## src/rtl/gcd_pkg.sv

```systemverilog
package gcd_pkg;
  typedef enum logic [1:0] {
    ST_GET_X = 2'd0,
    ST_GET_Y = 2'd1,
    ST_RUN   = 2'd2,
    ST_PUT   = 2'd3
  } gcd_st_t;
endpackage

```

## src/rtl/gcd_sub.sv

```systemverilog
module gcd_sub #(
  parameter int W = 32
) (
  input  logic [W-1:0] opx,
  input  logic [W-1:0] opy,
  output logic         x_lt_y,
  output logic [W-1:0] diff
);
  logic [W-1:0] minuend;
  logic [W-1:0] subtrahend;

  // steer larger value into the minuend of the single subtractor
  always_comb begin
    x_lt_y     = opx < opy;
    minuend    = x_lt_y ? opy : opx;
    subtrahend = x_lt_y ? opx : opy;
    diff       = minuend - subtrahend;
  end
endmodule

```

## src/rtl/gcd_datapath.sv

```systemverilog
module gcd_datapath #(
  parameter int W = 32
) (
  input  logic         clk,
  input  logic         ld_x,
  input  logic         ld_y,
  input  logic         step,
  input  logic [W-1:0] x_in,
  input  logic [W-1:0] y_in,
  output logic         done,
  output logic [W-1:0] result
);
  logic [W-1:0] reg_x;
  logic [W-1:0] reg_y;
  logic [W-1:0] diff;
  logic         x_lt_y;

  gcd_sub #(.W(W)) i_sub (
    .opx    (reg_x),
    .opy    (reg_y),
    .x_lt_y (x_lt_y),
    .diff   (diff)
  );

  always_ff @(posedge clk) begin
    if (ld_x)
      reg_x <= x_in;
    else if (step && !x_lt_y)
      reg_x <= diff;
  end

  always_ff @(posedge clk) begin
    if (ld_y)
      reg_y <= y_in;
    else if (step && x_lt_y)
      reg_y <= diff;
  end

  always_comb begin
    done   = (reg_x == reg_y) || (reg_x == '0) || (reg_y == '0);
    result = (reg_x == '0) ? reg_y : reg_x;
  end
endmodule

```

## src/rtl/gcd_ctrl.sv

```systemverilog
module gcd_ctrl
  import gcd_pkg::*;
(
  input  logic    clk,
  input  logic    rst,
  input  logic    x_avail,
  input  logic    y_avail,
  input  logic    res_space,
  input  logic    done,
  output logic    ld_x,
  output logic    ld_y,
  output logic    step,
  output logic    put,
  output gcd_st_t st
);
  gcd_st_t st_nxt;

  always_ff @(posedge clk) begin
    if (rst) st <= ST_GET_X;
    else     st <= st_nxt;
  end

  always_comb begin
    st_nxt = st;
    ld_x   = 1'b0;
    ld_y   = 1'b0;
    step   = 1'b0;
    put    = 1'b0;
    if (!rst) begin
      unique case (st)
        ST_GET_X: if (x_avail) begin
          ld_x   = 1'b1;
          st_nxt = ST_GET_Y;
        end
        ST_GET_Y: if (y_avail) begin
          ld_y   = 1'b1;
          st_nxt = ST_RUN;
        end
        ST_RUN: begin
          if (done) st_nxt = ST_PUT;
          else      step   = 1'b1;
        end
        ST_PUT: if (res_space) begin
          put    = 1'b1;
          st_nxt = ST_GET_X;
        end
        default: st_nxt = ST_GET_X;
      endcase
    end
  end
endmodule

```

## src/rtl/gcd_coproc.sv

```systemverilog
module gcd_coproc
  import gcd_pkg::*;
#(
  parameter int W = 32
) (
  input  logic         clk,
  input  logic         rst,
  input  logic [W-1:0] x_data,
  input  logic         x_avail,
  output logic         x_take,
  input  logic [W-1:0] y_data,
  input  logic         y_avail,
  output logic         y_take,
  output logic [W-1:0] res_data,
  input  logic         res_space,
  output logic         res_put
);
  logic    ld_x, ld_y, step, done;
  gcd_st_t st;

  gcd_ctrl i_ctrl (
    .clk       (clk),
    .rst       (rst),
    .x_avail   (x_avail),
    .y_avail   (y_avail),
    .res_space (res_space),
    .done      (done),
    .ld_x      (ld_x),
    .ld_y      (ld_y),
    .step      (step),
    .put       (res_put),
    .st        (st)
  );

  gcd_datapath #(.W(W)) i_dp (
    .clk    (clk),
    .ld_x   (ld_x),
    .ld_y   (ld_y),
    .step   (step),
    .x_in   (x_data),
    .y_in   (y_data),
    .done   (done),
    .result (res_data)
  );

  assign x_take = ld_x;
  assign y_take = ld_y;
endmodule

```

## config.mk

```make
export PLATFORM = sky130hd
export DESIGN_NAME = gcd_coproc
export DESIGN_NICKNAME = d
export VERILOG_FILES = /design/src/rtl/gcd_pkg.sv /design/src/rtl/gcd_sub.sv /design/src/rtl/gcd_datapath.sv /design/src/rtl/gcd_ctrl.sv /design/src/rtl/gcd_coproc.sv
export SDC_FILE = /design/constraint.sdc
export NUM_CORES = 1
export LEC_CHECK = 0
export BUFFER_PORTS_ARGS = -buffer_cell sky130_fd_sc_hd__clkbuf_2
export CAP_MARGIN = 10
export CORE_MARGIN = 2
export CORE_UTILIZATION = 43
export DETAILED_ROUTE_END_ITERATION = 6
export PLACE_DENSITY = 0.73
export RECOVER_POWER = 100
export SLEW_MARGIN = 20
export SYNTH_ARGS = -nofsm -noshare
export SYNTH_HDL_FRONTEND = slang
export SYNTH_SLANG_ARGS = --single-unit
```

## constraint.sdc

```tcl
create_clock -name clk -period 5.95 [get_ports clk]
set_input_delay 0.595 -clock clk [delete_from_list [all_inputs] [get_ports clk]]
set_output_delay 0.595 -clock clk [all_outputs]
set_load 0.005 [all_outputs]
```

==> impl_metrics.tcl, run 1 <==
set metrics [dict create \
    drt_first_iter_violations 363 \
    max_cap_viol_count 4 \
    fin_worst_skew_ps 4.09 \
    crit_fanout 19 \
    cts.htree.levels 3 \
    cp_cell_sequence "ha_1 > nand2_1 > nor2_1 > a21boi_0 > o311ai_2 > nand3_1 > buf_4 > mux2i_1 > a2111oi_0 > nor3_1 > a21oi_1 > a41oi_1 > o221ai_2 > xor2_1 > mux2_2" \
    tightest_slew_ps 2060 \
    dieWidth_um 123 \
    grt_antenna_before_repair 0 \
    ys_ff_latch 66 \
    cts_tree "done" \
    rr_worst_depth 15 \
    synth-seq-area-share 0.321 \
    drc 0 \
    drive_above_1_share 0.152 \
    synth_area_leaders "edfxtp_1 (31%), nand2_1 (9.3%), ha_1 (7.8%)" \
    worstSetupStartpointType "flip-flop" \
    hold_viol 0 \
    drt_wl_total_um 17300 \
    slew_viol_final 96 \
    r2r-end "i_dp.reg_x[30]$_DFFE_PP_" \
    gp_congestion 0.953 \
    synth.avg_cell_area_um2 8.33 \
    synthToLayoutAreaGrowth_pct 13.3 \
    holdCritPathClass "in -> reg" \
    seq_area_mm2 0.00196 \
    cpPeakStageDelay_ps 790 \
    cts_setup_buffers 0 \
    gr-total-overflow 0 \
    yosysTopAreaCell "edfxtp_1" \
    avgRoutedWirePerCell_um 17.2 \
    synthArstFlopShare 0 \
    setup.worst_path.class "reg -> reg" \
    rsz0062_at_grt "false" \
    yosys_most_used_dff "edfxtp_1" \
    synth_cells 733 \
    antennaDiodeCount 0 \
    slowest_stage "nand3_1" \
    cp.arrival_ps 5500 \
    grt_max_degree 37 \
    ctsResizeCount 0 \
    r2r_start "i_dp.reg_x[7]$_DFFE_PP_" \
    required_ps 6040 \
    final_nets 934 \
    synth.distinct_cells 62 \
    rrSetupSlack_ps 540 \
    path_clk_slew_ps 50 \
    grt_pass1_vias 5431 \
    die_h_um 123 \
    hold-path-endpoint "i_ctrl.st[0]$_SDFFE_PP0P_" \
    clk_latency_ps 340 \
    fin_setup_tns_ps 0 \
    firstDrtPassIters 5 \
    fin_crit_ps 5410 \
    max_slew_margin -0.374 \
    hold_buffers 0 \
    io_pins 104 \
    max_clock_freq_mhz 185 \
    status "complete, but fails checks" \
    vias 5618 \
    fillers 1406 \
    cts_sinks 66 \
    fin_crit_sh 0.909 \
    synth_warnings 0 \
    worst-path-buf-inv 1 \
    start_util 0.440 \
    dpl.hpwl_um 13300 \
    synth_top_area_share 0.315 \
    rows 43 \
    die_area_mm2 0.0152 \
    violations "capacitance limit, slew limit" \
    cts_buffers 9 \
    cts-root-buf "clkbuf_16" \
    crit_family "compound AO/OA/AOI/OAI gates" \
    vias_per_cell 5.56 \
    grt_pass1_wl_um 27400 \
    multiInputGateArea_mm2 0.00375 \
    cts_buffer_depth 2 \
    synthesis.area_mm2 0.00610 \
    synth_fp_nets 840 \
    synth_edf_count 64 \
    grtUsageTotal 0.236 \
    core_area_mm2 0.0139 \
    io_buffer_count 103 \
    end_kind "flip-flop" \
    hp-start "rst" \
    drtAntennaViolNets 0 \
    setup-violations-final 0 \
    hold_depth 2 \
]
-- layout make-up --
cell class,count,share of cell area
Sequential cell,66,0.284
Tap cell,180,0.0326
Clock buffer,13,0.0347
Clock inverter,1,0.000543
Timing Repair Buffer,112,0.0771
Inverter,53,0.0288
Multi-Input combinational cell,585,0.543
-- cells in the mapped netlist, types with 2 or more instances --
library cell / n
o22ai_1: 6
o211ai_1: 5
dfxtp_1: 2
ha_1: 38
o31ai_1: 4
and2_1: 7
buf_1: 5
buf_2: 10
o221ai_1: 5
o21a_1: 2
nor4_1: 19
a21o_1: 40
nor3_1: 7
edfxtp_1: 64
o21ai_0: 23
a211oi_1: 6
a221o_1: 2
mux2i_1: 18
nand2_1: 152
clkbuf_1: 11
a21oi_1: 50
inv_1: 53
and3_1: 7
buf_6: 3
nand3b_1: 2
a31oi_1: 8
xor2_1: 14
a21boi_0: 3
o21bai_1: 4
nor2b_1: 24
nand2b_1: 9
nor2_1: 46
xnor2_1: 16
nand4_1: 12
mux2_2: 23
nand3_1: 7
-- metrics by stage --
step                      worst slack, ps  utilization  std cells  area (µm²)  hold WS (ps)
after floorplan                       757            -        733        6100           505
after CTS                             846        0.507       1010        7040           496
final                                 539        0.498       1010        6920           513
after global placement                958        0.490        996        6800           536
after detailed placement              858        0.490        996        6800           537
after global routing                  200        0.498       1010        6920           525
-- cell families after synthesis --
kind of cell / count (synthesis) / share of synthesized area
simple gates: 298 / 0.224
mux: 42 / 0.0744
flops: 66 / 0.321
fa+ha+maj: 38 / 0.0779
buf+inv: 82 / 0.0562
compound gates: 177 / 0.203
xor+xnor: 30 / 0.0430
-- sequential cells by signal (all words and copies together), names as in the netlist --
signal      cells
i_ctrl.st       2
i_dp.reg_x     32
i_dp.reg_y     32
-- routing by layer --
layer,share of wire,GRT usage,wire length [µm],vias up
met4,0.018,0.0781,311,0
met3,0.059,0.0401,1030,22
met1,0.46,0.316,7960,2613
li1,-,-,-,2811
met5,0,0,0,-
met2,0.46,0.385,8030,172
-- how the worst max path moves through the flow --
| stage | start | end | slack [ps] | depth (start not counted) |
|---|---|---|---|---|
| global placement | i_dp.reg_y[7]$_DFFE_PP_ | i_dp.reg_x[30]$_DFFE_PP_ | 960 | 18 |
| CTS | i_dp.reg_x[1]$_DFFE_PP_ | i_dp.reg_x[30]$_DFFE_PP_ | 850 | 18 |
| floorplan | i_dp.reg_x[1]$_DFFE_PP_ | i_dp.reg_y[0]$_DFFE_PP_ | 760 | 10 |
| finish | i_dp.reg_x[7]$_DFFE_PP_ | i_dp.reg_x[30]$_DFFE_PP_ | 540 | 15 |
| detailed placement | i_dp.reg_y[7]$_DFFE_PP_ | i_dp.reg_x[30]$_DFFE_PP_ | 860 | 18 |
| global route | i_dp.reg_y[7]$_DFFE_PP_ | i_dp.reg_y[30]$_DFFE_PP_ | 200 | 16 |
-- cells in the final DEF, fill, tap and decap left out, drive strengths merged, types with 14 or more instances in the layout --
cell / n
a21o: 40
a21oi: 50
clkbuf: 123
edfxtp: 64
ha: 38
inv: 53
mux2: 24
mux2i: 18
nand2: 152
nor2: 46
nor2b: 24
nor4: 20
o21ai: 24
xnor2: 16
xor2: 14
Power of run 1 is not shown: default switching activity piles up to over one toggle a cycle in this logic, so the estimate is an artifact.
==> inputs of run 2 (changes only) <==
--- a/config.mk
+++ b/config.mk
@@ -9,9 +9,8 @@
 export CAP_MARGIN = 10
 export CORE_MARGIN = 2
 export CORE_UTILIZATION = 43
+export CTS_BUF_LIST = sky130_fd_sc_hd__clkbuf_4
 export DETAILED_ROUTE_END_ITERATION = 6
-export PLACE_DENSITY = 0.73
-export RECOVER_POWER = 100
 export SLEW_MARGIN = 20
 export SYNTH_ARGS = -nofsm -noshare
 export SYNTH_HDL_FRONTEND = slang
==> run 2 against run 1 <==
The flow now finishes without violations. Critical path depth grew 2. Global-route usage grew 1.3 points. First-iteration DRC count shrank 5.0%. Die area is the same. Register-to-register slack gained 440 ps. Clock-buffer cell count shrank 4. Via count grew 1.7%. Flip-flop and latch count is the same. Final cell count grew 0.20%.
==> impl_metrics.tcl, run 2 (synthesis results as in run 1) <==
set metrics [dict create \
    dieWidth_um 123 \
    die_area_mm2 0.0152 \
    drc 0 \
    slowest_stage "and3_1" \
    drt_first_iter_violations 345 \
    final_common_cell "nand2_1" \
    start_util 0.440 \
    final_nets 934 \
    clk_latency_ps 470 \
    setup-violations-final 0 \
    max_clock_freq_mhz 201 \
    drt-met1-wl_um 8780 \
    ctsResizeCount 0 \
    core_area_mm2 0.0139 \
    worst-path-buf-inv 0 \
    crit_family "compound AO/OA/AOI/OAI gates" \
    required_ps 6190 \
    vias 5713 \
    mostFrequentLayoutCells "nand2_1 (152), clkbuf_2 (103), edfxtp_1 (64)" \
    setup.worst_path.class "reg -> reg" \
    hold_viol 0 \
    io_pins 104 \
    cp_cell_sequence "ha_1 > a21oi_1 > o21ai_0 > o311ai_2 > and3_1 > mux2i_1 > ha_1 > nand2_1 > o31ai_1 > a211oi_1 > a2111oi_0 > nor3_1 > a21oi_1 > a41oi_2 > o221ai_2 > xor2_1 > mux2_2" \
    fillers 1401 \
    met3_length_um 905 \
    holdCritPathClass "in -> reg" \
    slew_viol_final 0 \
    path_clk_slew_ps 130 \
    rsz0062_at_grt "false" \
    cts-root-buf "clkbuf_4" \
    grt_antenna_before_repair 0 \
    grt_max_degree 38 \
    crit_fanout 11 \
    gr-total-overflow 0 \
    largestRegisters "i_dp.reg_x: 32 flops, i_dp.reg_y: 32 flops, i_ctrl.st: 2 flops" \
    tightest_slew_ps 734 \
    die_h_um 123 \
    antennaDiodeCount 0 \
    synthToLayoutAreaGrowth_pct 13.5 \
    status "complete, no violations" \
    io_buffer_count 103 \
    drtAntennaViolNets 0 \
    cts_tree "done" \
    fin_setup_tns_ps 0 \
    dp.cells 996 \
    drt_wl_total_um 18200 \
    grt_pass1_vias 5510 \
    vias_per_cell 5.65 \
    fin_cells 1012 \
    grtUsageTotal 0.249 \
    cts_buffers 9 \
    avgRoutedWirePerCell_um 18.0 \
    dpl.hpwl_um 13800 \
    fin_crit_sh 0.836 \
    hold_buffers 0 \
    fin_crit_ps 4970 \
    cts_setup_buffers 0 \
    worstSetupStartpointType "flip-flop" \
    cts_sinks 66 \
    routed.top_layer "met4" \
    dr_wl_met2_um 8160 \
    gp_congestion 0.912 \
    fin_worst_skew_ps 21.8 \
    end_kind "flip-flop" \
    drive_above_1_share 0.201 \
    firstDrtPassIters 7 \
    rows 43 \
    cts.htree.levels 3 \
    cts_buffer_depth 2 \
    max_slew_margin 0.510 \
    cpPeakStageDelay_ps 540 \
    max_cap_viol_count 0 \
    cp.arrival_ps 5220 \
    grt_pass1_wl_um 28700 \
]
==> run 2: path summary, 6_finish.rpt <==
path / cells past startpoint / to / start / slack, ps
hold / removal: 3 / i_dp.reg_x[16]$_DFFE_PP_ / x_data[16] / 380
hold reg to reg: 2 / i_ctrl.st[0]$_SDFFE_PP0P_ / i_ctrl.st[0]$_SDFFE_PP0P_ / 570
setup / recovery: 17 / i_dp.reg_y[30]$_DFFE_PP_ / i_dp.reg_x[19]$_DFFE_PP_ / 980
setup reg to reg: 17 / i_dp.reg_y[30]$_DFFE_PP_ / i_dp.reg_x[19]$_DFFE_PP_ / 980
==> run 2: metal layers <==
| layer | up-vias | track usage |
|---|---|---|
| li1 | 2807 | - |
| met1 | 2721 | 0.352 |
| met2 | 163 | 0.390 |
| met3 | 22 | 0.0323 |
| met4 | 0 | 0.0874 |
| met5 | - | 0 |
==> run 2: layout make-up <==
type,count,area [µm²],area share
multi-input combinational,585,3830,0.553
timing repair buffer,112,583,0.0842
inverter,53,199,0.0287
tap,180,225,0.0325
clock inverter,7,60.1,0.00867
sequential,66,1960,0.283
clock buffer,9,67.6,0.00975
==> run 2: through the flow <==
stage                      util  setup slack, ps  instance area (µm²)  hold slack (ps)
after global placement    0.490             1150                 6800              525
after global routing      0.499              624                 6930              381
after detailed placement  0.490             1010                 6800              545
after floorplan               -              757                 6100              505
final                     0.499              976                 6930              383
after CTS                 0.499              971                 6930              360
==> run 2: tightest hold or removal path: stages <==
cell and delay, ps:
clkbuf_2 80, nand2_1 40, nand2_1 40
Power of run 2 is left out for the same reason.
